<file path="src/rtl/vmode_pkg.sv">
package vmode_pkg;
  localparam int REG_W    = 16;
  localparam int DATA_W   = 32;
  localparam int NUM_REGS = 9;
  localparam int SEL_W    = $clog2(NUM_REGS);

  localparam int IDX_ID     = 0;
  localparam int IDX_XRES   = 1;
  localparam int IDX_YRES   = 2;
  localparam int IDX_DEPTH  = 3;
  localparam int IDX_CTRL   = 4;
  localparam int IDX_VWIDTH = 5;
  localparam int IDX_XOFF   = 6;
  localparam int IDX_YOFF   = 7;
  localparam int IDX_MEMSZ  = 8;

  localparam logic [REG_W-1:0]  ID_VALUE     = 16'h0A25;
  localparam int                ORDER_ADDR   = 'h40;
  localparam logic [DATA_W-1:0] ORDER_BIG    = 32'h4249_4745;
  localparam logic [DATA_W-1:0] ORDER_LITTLE = 32'h4C49_5445;
  localparam int                MIN_DIM      = 64;

  localparam int STRIDE_W = REG_W + 2;
  localparam int FRAME_W  = STRIDE_W + REG_W;
  localparam int OFFS_W   = FRAME_W + 1;
  localparam int SUM_W    = OFFS_W + 1;

  typedef logic [NUM_REGS-1:0][REG_W-1:0] reg_file_t;
endpackage

</file>
<file path="src/rtl/vmode_regbank.sv">
module vmode_regbank
  import vmode_pkg::*;
#(
  parameter int ADDR_W = 8
) (
  input  logic              clk_i,
  input  logic              rst_ni,
  input  logic              we_i,
  input  logic [ADDR_W-1:0] addr_i,
  input  logic [DATA_W-1:0] wdata_i,
  output reg_file_t         regs_o,
  output logic              big_endian_o
);
  localparam int IDX_W = ADDR_W - 1;

  logic [IDX_W-1:0] idx;
  logic             order_sel;
  assign idx       = addr_i[ADDR_W-1:1];
  assign order_sel = (addr_i == ADDR_W'(ORDER_ADDR));

  for (genvar i = 0; i < NUM_REGS; i++) begin : g_reg
    if (i == IDX_ID || i == IDX_MEMSZ) begin : g_ro
      assign regs_o[i] = '0;
    end else begin : g_rw
      logic [REG_W-1:0] q;
      always_ff @(posedge clk_i or negedge rst_ni) begin
        if (!rst_ni) q <= '0;
        else if (we_i && !order_sel && idx == IDX_W'(i)) q <= wdata_i[REG_W-1:0];
      end
      assign regs_o[i] = q;
    end
  end

  logic big_q;
  always_ff @(posedge clk_i or negedge rst_ni) begin
    if (!rst_ni) big_q <= 1'b0;
    else if (we_i && order_sel) begin
      if (wdata_i == ORDER_BIG)         big_q <= 1'b1;
      else if (wdata_i == ORDER_LITTLE) big_q <= 1'b0;
    end
  end
  assign big_endian_o = big_q;

  AST_OOR_WRITE_IGNORED: assert property (@(posedge clk_i) disable iff (!rst_ni)
    (we_i && idx >= IDX_W'(NUM_REGS)) |=> $stable(regs_o));

  AST_ORDER_HOLD: assert property (@(posedge clk_i) disable iff (!rst_ni)
    !(we_i && order_sel && (wdata_i == ORDER_BIG || wdata_i == ORDER_LITTLE))
      |=> $stable(big_endian_o));

  AST_ORDER_BIG: assert property (@(posedge clk_i) disable iff (!rst_ni)
    (we_i && order_sel && wdata_i == ORDER_BIG) |=> big_endian_o);
endmodule

</file>
<file path="src/rtl/vmode_calc.sv">
module vmode_calc
  import vmode_pkg::*;
#(
  parameter longint unsigned VRAM_BYTES = 64'd16777216
) (
  input  logic                clk_i,
  input  logic                rst_ni,
  input  logic [REG_W-1:0]    xres_i,
  input  logic [REG_W-1:0]    yres_i,
  input  logic [REG_W-1:0]    depth_i,
  input  logic [REG_W-1:0]    vwidth_i,
  input  logic [REG_W-1:0]    xoff_i,
  input  logic [REG_W-1:0]    yoff_i,
  input  logic                en_i,
  output logic [2:0]          bpp_o,
  output logic [STRIDE_W-1:0] stride_o,
  output logic [FRAME_W-1:0]  size_o,
  output logic [OFFS_W-1:0]   offset_o,
  output logic                valid_o
);
  localparam logic [SUM_W-1:0] VRAM_LIM = SUM_W'(VRAM_BYTES);

  logic                depth_ok;
  logic [REG_W-1:0]    eff_w;
  logic [STRIDE_W-1:0] xbytes;
  logic [FRAME_W-1:0]  ybytes;
  logic [SUM_W-1:0]    end_addr;
  logic                dims_ok;

  always_comb begin
    unique case (depth_i)
      16'd16:  bpp_o = 3'd2;
      16'd32:  bpp_o = 3'd4;
      default: bpp_o = 3'd0;
    endcase
    depth_ok = (bpp_o != 3'd0);
  end

  // clamp pitch to the visible width
  assign eff_w = (vwidth_i < xres_i) ? xres_i : vwidth_i;

  always_comb begin
    unique case (bpp_o)
      3'd2:    begin stride_o = STRIDE_W'(eff_w) << 1; xbytes = STRIDE_W'(xoff_i) << 1; end
      3'd4:    begin stride_o = STRIDE_W'(eff_w) << 2; xbytes = STRIDE_W'(xoff_i) << 2; end
      default: begin stride_o = '0;                    xbytes = '0;                    end
    endcase
  end

  assign size_o   = FRAME_W'(stride_o) * FRAME_W'(yres_i);
  assign ybytes   = FRAME_W'(stride_o) * FRAME_W'(yoff_i);
  assign offset_o = OFFS_W'(xbytes) + OFFS_W'(ybytes);
  assign end_addr = SUM_W'(offset_o) + SUM_W'(size_o);
  assign dims_ok  = (xres_i >= REG_W'(MIN_DIM)) && (yres_i >= REG_W'(MIN_DIM));
  assign valid_o  = en_i && depth_ok && dims_ok && (end_addr <= VRAM_LIM);

  AST_VALID_NEEDS_EN: assert property (@(posedge clk_i) disable iff (!rst_ni)
    valid_o |-> en_i);

  AST_VALID_DEPTH: assert property (@(posedge clk_i) disable iff (!rst_ni)
    valid_o |-> (depth_i == 16'd16 || depth_i == 16'd32));

  AST_STRIDE_CLAMP: assert property (@(posedge clk_i) disable iff (!rst_ni)
    STRIDE_W'(stride_o) >= STRIDE_W'(STRIDE_W'(xres_i) * STRIDE_W'(bpp_o)));

  AST_MIN_SIZE: assert property (@(posedge clk_i) disable iff (!rst_ni)
    valid_o |-> (xres_i >= 16'd64 && yres_i >= 16'd64));

  AST_NO_OVERRUN: assert property (@(posedge clk_i) disable iff (!rst_ni)
    valid_o |-> (SUM_W'(size_o) <= VRAM_LIM && SUM_W'(offset_o) <= VRAM_LIM));
endmodule

</file>
<file path="src/rtl/vmode_rdmux.sv">
module vmode_rdmux
  import vmode_pkg::*;
#(
  parameter int              ADDR_W     = 8,
  parameter longint unsigned VRAM_BYTES = 64'd16777216
) (
  input  logic [ADDR_W-1:0] addr_i,
  input  reg_file_t         regs_i,
  input  logic              big_endian_i,
  output logic [DATA_W-1:0] rdata_o
);
  localparam int               IDX_W     = ADDR_W - 1;
  localparam logic [REG_W-1:0] MEMSZ_VAL = REG_W'(VRAM_BYTES / 64'd65536);

  logic [IDX_W-1:0] idx;
  assign idx = addr_i[ADDR_W-1:1];

  always_comb begin
    if (addr_i == ADDR_W'(ORDER_ADDR))
      rdata_o = big_endian_i ? ORDER_BIG : ORDER_LITTLE;
    else if (idx == IDX_W'(IDX_ID))
      rdata_o = DATA_W'(ID_VALUE);
    else if (idx == IDX_W'(IDX_MEMSZ))
      rdata_o = DATA_W'(MEMSZ_VAL);
    else if (idx < IDX_W'(NUM_REGS))
      rdata_o = DATA_W'(regs_i[SEL_W'(idx)]);
    else
      rdata_o = DATA_W'({REG_W{1'b1}});
  end
endmodule

</file>
<file path="src/rtl/vmode_regfile.sv">
module vmode_regfile
  import vmode_pkg::*;
#(
  parameter int              ADDR_W     = 8,
  parameter longint unsigned VRAM_BYTES = 64'd16777216
) (
  input  logic                clk_i,
  input  logic                rst_ni,
  input  logic                we_i,
  input  logic [ADDR_W-1:0]   addr_i,
  input  logic [DATA_W-1:0]   wdata_i,
  output logic [DATA_W-1:0]   rdata_o,
  output logic [2:0]          bpp_o,
  output logic [STRIDE_W-1:0] stride_o,
  output logic [FRAME_W-1:0]  size_o,
  output logic [OFFS_W-1:0]   offset_o,
  output logic                big_endian_o,
  output logic                mode_valid_o
);
  if (VRAM_BYTES < 64'd4194304 || VRAM_BYTES > 64'd268435456 ||
      (VRAM_BYTES & (VRAM_BYTES - 64'd1)) != 64'd0) begin : g_bad_vram
    $error("VRAM_BYTES must be a power of two from 4 MiB to 256 MiB");
  end

  reg_file_t regs;
  logic      big_endian;

  vmode_regbank #(.ADDR_W(ADDR_W)) u_bank (
    .clk_i        (clk_i),
    .rst_ni       (rst_ni),
    .we_i         (we_i),
    .addr_i       (addr_i),
    .wdata_i      (wdata_i),
    .regs_o       (regs),
    .big_endian_o (big_endian)
  );

  vmode_rdmux #(.ADDR_W(ADDR_W), .VRAM_BYTES(VRAM_BYTES)) u_rdmux (
    .addr_i       (addr_i),
    .regs_i       (regs),
    .big_endian_i (big_endian),
    .rdata_o      (rdata_o)
  );

  vmode_calc #(.VRAM_BYTES(VRAM_BYTES)) u_calc (
    .clk_i    (clk_i),
    .rst_ni   (rst_ni),
    .xres_i   (regs[IDX_XRES]),
    .yres_i   (regs[IDX_YRES]),
    .depth_i  (regs[IDX_DEPTH]),
    .vwidth_i (regs[IDX_VWIDTH]),
    .xoff_i   (regs[IDX_XOFF]),
    .yoff_i   (regs[IDX_YOFF]),
    .en_i     (regs[IDX_CTRL][0]),
    .bpp_o    (bpp_o),
    .stride_o (stride_o),
    .size_o   (size_o),
    .offset_o (offset_o),
    .valid_o  (mode_valid_o)
  );

  assign big_endian_o = big_endian;

  AST_RESET_INVALID: assert property (@(posedge clk_i) disable iff (!rst_ni)
    $rose(rst_ni) |-> !mode_valid_o);
endmodule

</file>
<file path="config.mk">
export PLATFORM = sky130hd
export DESIGN_NAME = vmode_regfile
export DESIGN_NICKNAME = d
export VERILOG_FILES = /design/src/rtl/vmode_pkg.sv /design/src/rtl/vmode_regbank.sv /design/src/rtl/vmode_calc.sv /design/src/rtl/vmode_rdmux.sv /design/src/rtl/vmode_regfile.sv
export SDC_FILE = /design/constraint.sdc
export NUM_CORES = 2
export LEC_CHECK = 0
export BUFFER_PORTS_ARGS = -buffer_cell sky130_fd_sc_hd__clkbuf_2
export CORE_MARGIN = 3
export CORE_UTILIZATION = 52
export DETAILED_ROUTE_END_ITERATION = 6
export PLACE_DENSITY = 0.7
export SLEW_MARGIN = 15
export SYNTH_ARGS = -nofsm -noshare
export SYNTH_HDL_FRONTEND = slang
export SYNTH_HIERARCHICAL = 1
export SYNTH_SLANG_ARGS = --single-unit
</file>
<file path="constraint.sdc">
create_clock -name clk_i -period 13.5 [get_ports clk_i]
set_input_delay 1.35 -clock clk_i [delete_from_list [all_inputs] [get_ports clk_i]]
set_output_delay 1.35 -clock clk_i [all_outputs]
set_load 0.01 [all_outputs]
</file>
==> flow_summary.ini <==
[clocking]
cts_tree = yes
cts_sinks = 113
clkLatencyLatePin_ns = 0.41
clockBufferDepth = 2
ctsHoldBuffers = 0
path_clk_slew_ns = 0.06
h-tree-depth = 4
clockRootBuffer = clkbuf_16
cts_buffers = 17

[yosys]
yosysWarnings = 6
syn_area_um2 = 27600
syn_avg_cell_area_um2 = 8.97
syn-instance-count = 3080

[worst_setup_path]
max_stage_delay_ns = 0.54
rr_worst_depth = 1
critPathSlowestCell = fa_1
crit_top_cell = fa_1
start_kind = flip-flop
rrSetupSlack_ns = 12.06
worstReg2RegStart = u_bank/g_reg[2].g_rw.q[6]$_DFFE_PN0P_
critPathKind = flip-flop to primary output
critPathRequiredTime_ns = 12.15
crit_path_max_fanout = 18
critPathCaptureType = primary output
worstReg2RegEnd = u_bank/g_reg[2].g_rw.q[6]$_DFFE_PN0P_
crit_arrival_ns = 11.84
critical_path_buf_inv_count = 8
cp_top_family = adder cells

[place]
dp_hpwl_mm = 68.0
place_congestion = 0.993
pre_cts_ws_ns = -0.160
portBuffers = 153

[floorplanning]
rows = 83
die-area_um2 = 55900
num_io_pins = 167
core-area_um2 = 51900
start_util = 0.532
die_h_um = 236
die_w_um = 236

[sta]
fin_ws_ns = 0.308
timing.final.crit_share = 0.977
relSlewSlack = 0.278
worst_hold_slack_ns = 0.509
setup-violations-final = 0
min_period_ns = 13.19
fin_skew_ns = 0
report.final.slew_viol_count = 0
hold_viol_final = 0
worst_pin_slew_ns = 1.08
max_freq_mhz = 75.8

[hold_path]
min_from = u_bank/g_reg[4].g_rw.q[11]$_DFFE_PN0P_
hold_path.class = flip-flop to flip-flop
hold-path-cell-count = 1
min_to = u_bank/g_reg[4].g_rw.q[11]$_DFFE_PN0P_

[global_route]
antenna_found_initial = 2
overflow = 0
grtUsageTotal = 0.307
grt_pass1_wl_mm = 134
grt_max_degree = 66
grt_pass1_vias = 23431

[final_layout]
utilization = 0.578
drive_above_1_share = 0.143
area_growth_pct = 8.69
fillers = 4701
fin_nets = 3930

[power_and_ir_drop]
leakagePower_nw = 15.5
power_per_cell_area_nw_per_um2 = 39.2
ir_drop_v = 0.0000740

[routing]
wl_met3_mm = 8.08
drtPass1Iterations = 5
wl_mm = 87.5
top_layer = met5
vias = 23030
drtAntennaViolNets = 0
wl_met2_mm = 40.6
viasPerCell = 5.94
drc_errors = 0
wl_per_cell_um = 22.5
drtIter0Drc = 2286
wl_met1_mm = 35.6

[job]
maxCapViolations = 0

[run_status]
status = completed
[sequential cells by signal, summed over array words and instances, names as in the netlist]
register / cells
u_bank/g.g_rw.q: 112
u_bank/big_endian_o: 1
[area by class of cell]
class | count | area (um2) | share of cell area
tap | 680 | 851 | 0.0283
clock inverter | 14 | 178 | 0.00592
sequential | 113 | 2830 | 0.0942
multi-input combinational | 2257 | 22100 | 0.736
antenna | 1 | 2.50 | 0.0000834
clock buffer | 18 | 439 | 0.0146
inverter | 551 | 2070 | 0.0689
timing repair buffer | 246 | 1560 | 0.0518
[how the worst max path moves through the flow]
stage	end	slack (ns)	depth (start not counted)	from
final	mode_valid_o	0.31	44	u_bank/g_reg[1].g_rw.q[1]$_DFFE_PN0P_
after global routing	mode_valid_o	-0.04	43	u_bank/g_reg[5].g_rw.q[13]$_DFFE_PN0P_
after CTS	mode_valid_o	0.002	43	u_bank/g_reg[3].g_rw.q[6]$_DFFE_PN0P_
after detailed placement	mode_valid_o	-0.16	44	u_bank/g_reg[3].g_rw.q[15]$_DFFE_PN0P_
after global placement	mode_valid_o	-0.04	43	u_bank/g_reg[3].g_rw.q[15]$_DFFE_PN0P_
after floorplan	mode_valid_o	1.60	44	u_bank/g_reg[3].g_rw.q[15]$_DFFE_PN0P_
[stage by stage]
stage               TNS [ns]  power (W)  area (um2)  cells
floorplan                  0   0.000558       27700   3091
global placement     -0.0415   0.000677       29100   3834
detailed placement    -0.160   0.000684       29100   3834
CTS                        0    0.00115       29800   3867
global route         -0.0416    0.00121       30000   3879
finish                     0    0.00118       30000   3880
[power by group]
group | switching (W) | leakage [nW] | internal, W
combinational | 0.000169 | 13.7 | 0.000100
sequential | 0.0000686 | 1.54 | 0.000365
clock | 0.000175 | 0.302 | 0.000298
[what timing repair did]
| item | in CTS | in global routing |
|---|---|---|
| endpoints found under the setup margin | 1 | 1 |
| pin swaps | 1 | 10 |
| cloned | 0 | 2 |
| buffers inserted | 1 | 10 |
| gates resized for setup | 9 | 33 |
[placed cells by master (no fill, tap or decap), drive strengths merged, types with 8 or more instances in the layout]
cell / count
conb: 13
clkbuf: 171
a21o: 40
ha: 266
nand2: 412
inv: 555
dfrtp: 113
buf: 93
fa: 435
o21ai: 67
mux2: 120
mux4: 11
o22ai: 8
o21bai: 14
o211ai: 13
a211oi: 19
nor4: 16
nand2b: 16
nand3: 34
o21a: 15
a22oi: 34
or3: 8
xor2: 19
xnor2: 48
a31oi: 22
and2: 237
nand3b: 18
nor2b: 12
nor2: 74
nand4: 26
a21oi: 89
nor3: 24
mux2i: 27
or3b: 9
[per-layer routing]
layer | vias up | global-route usage
li1 | 10095 | -
met4 | 2 | 0.0982
met2 | 1073 | 0.488
met5 | - | 0
met3 | 176 | 0.0686
met1 | 11684 | 0.419
(Power assumes the default switching activity.)
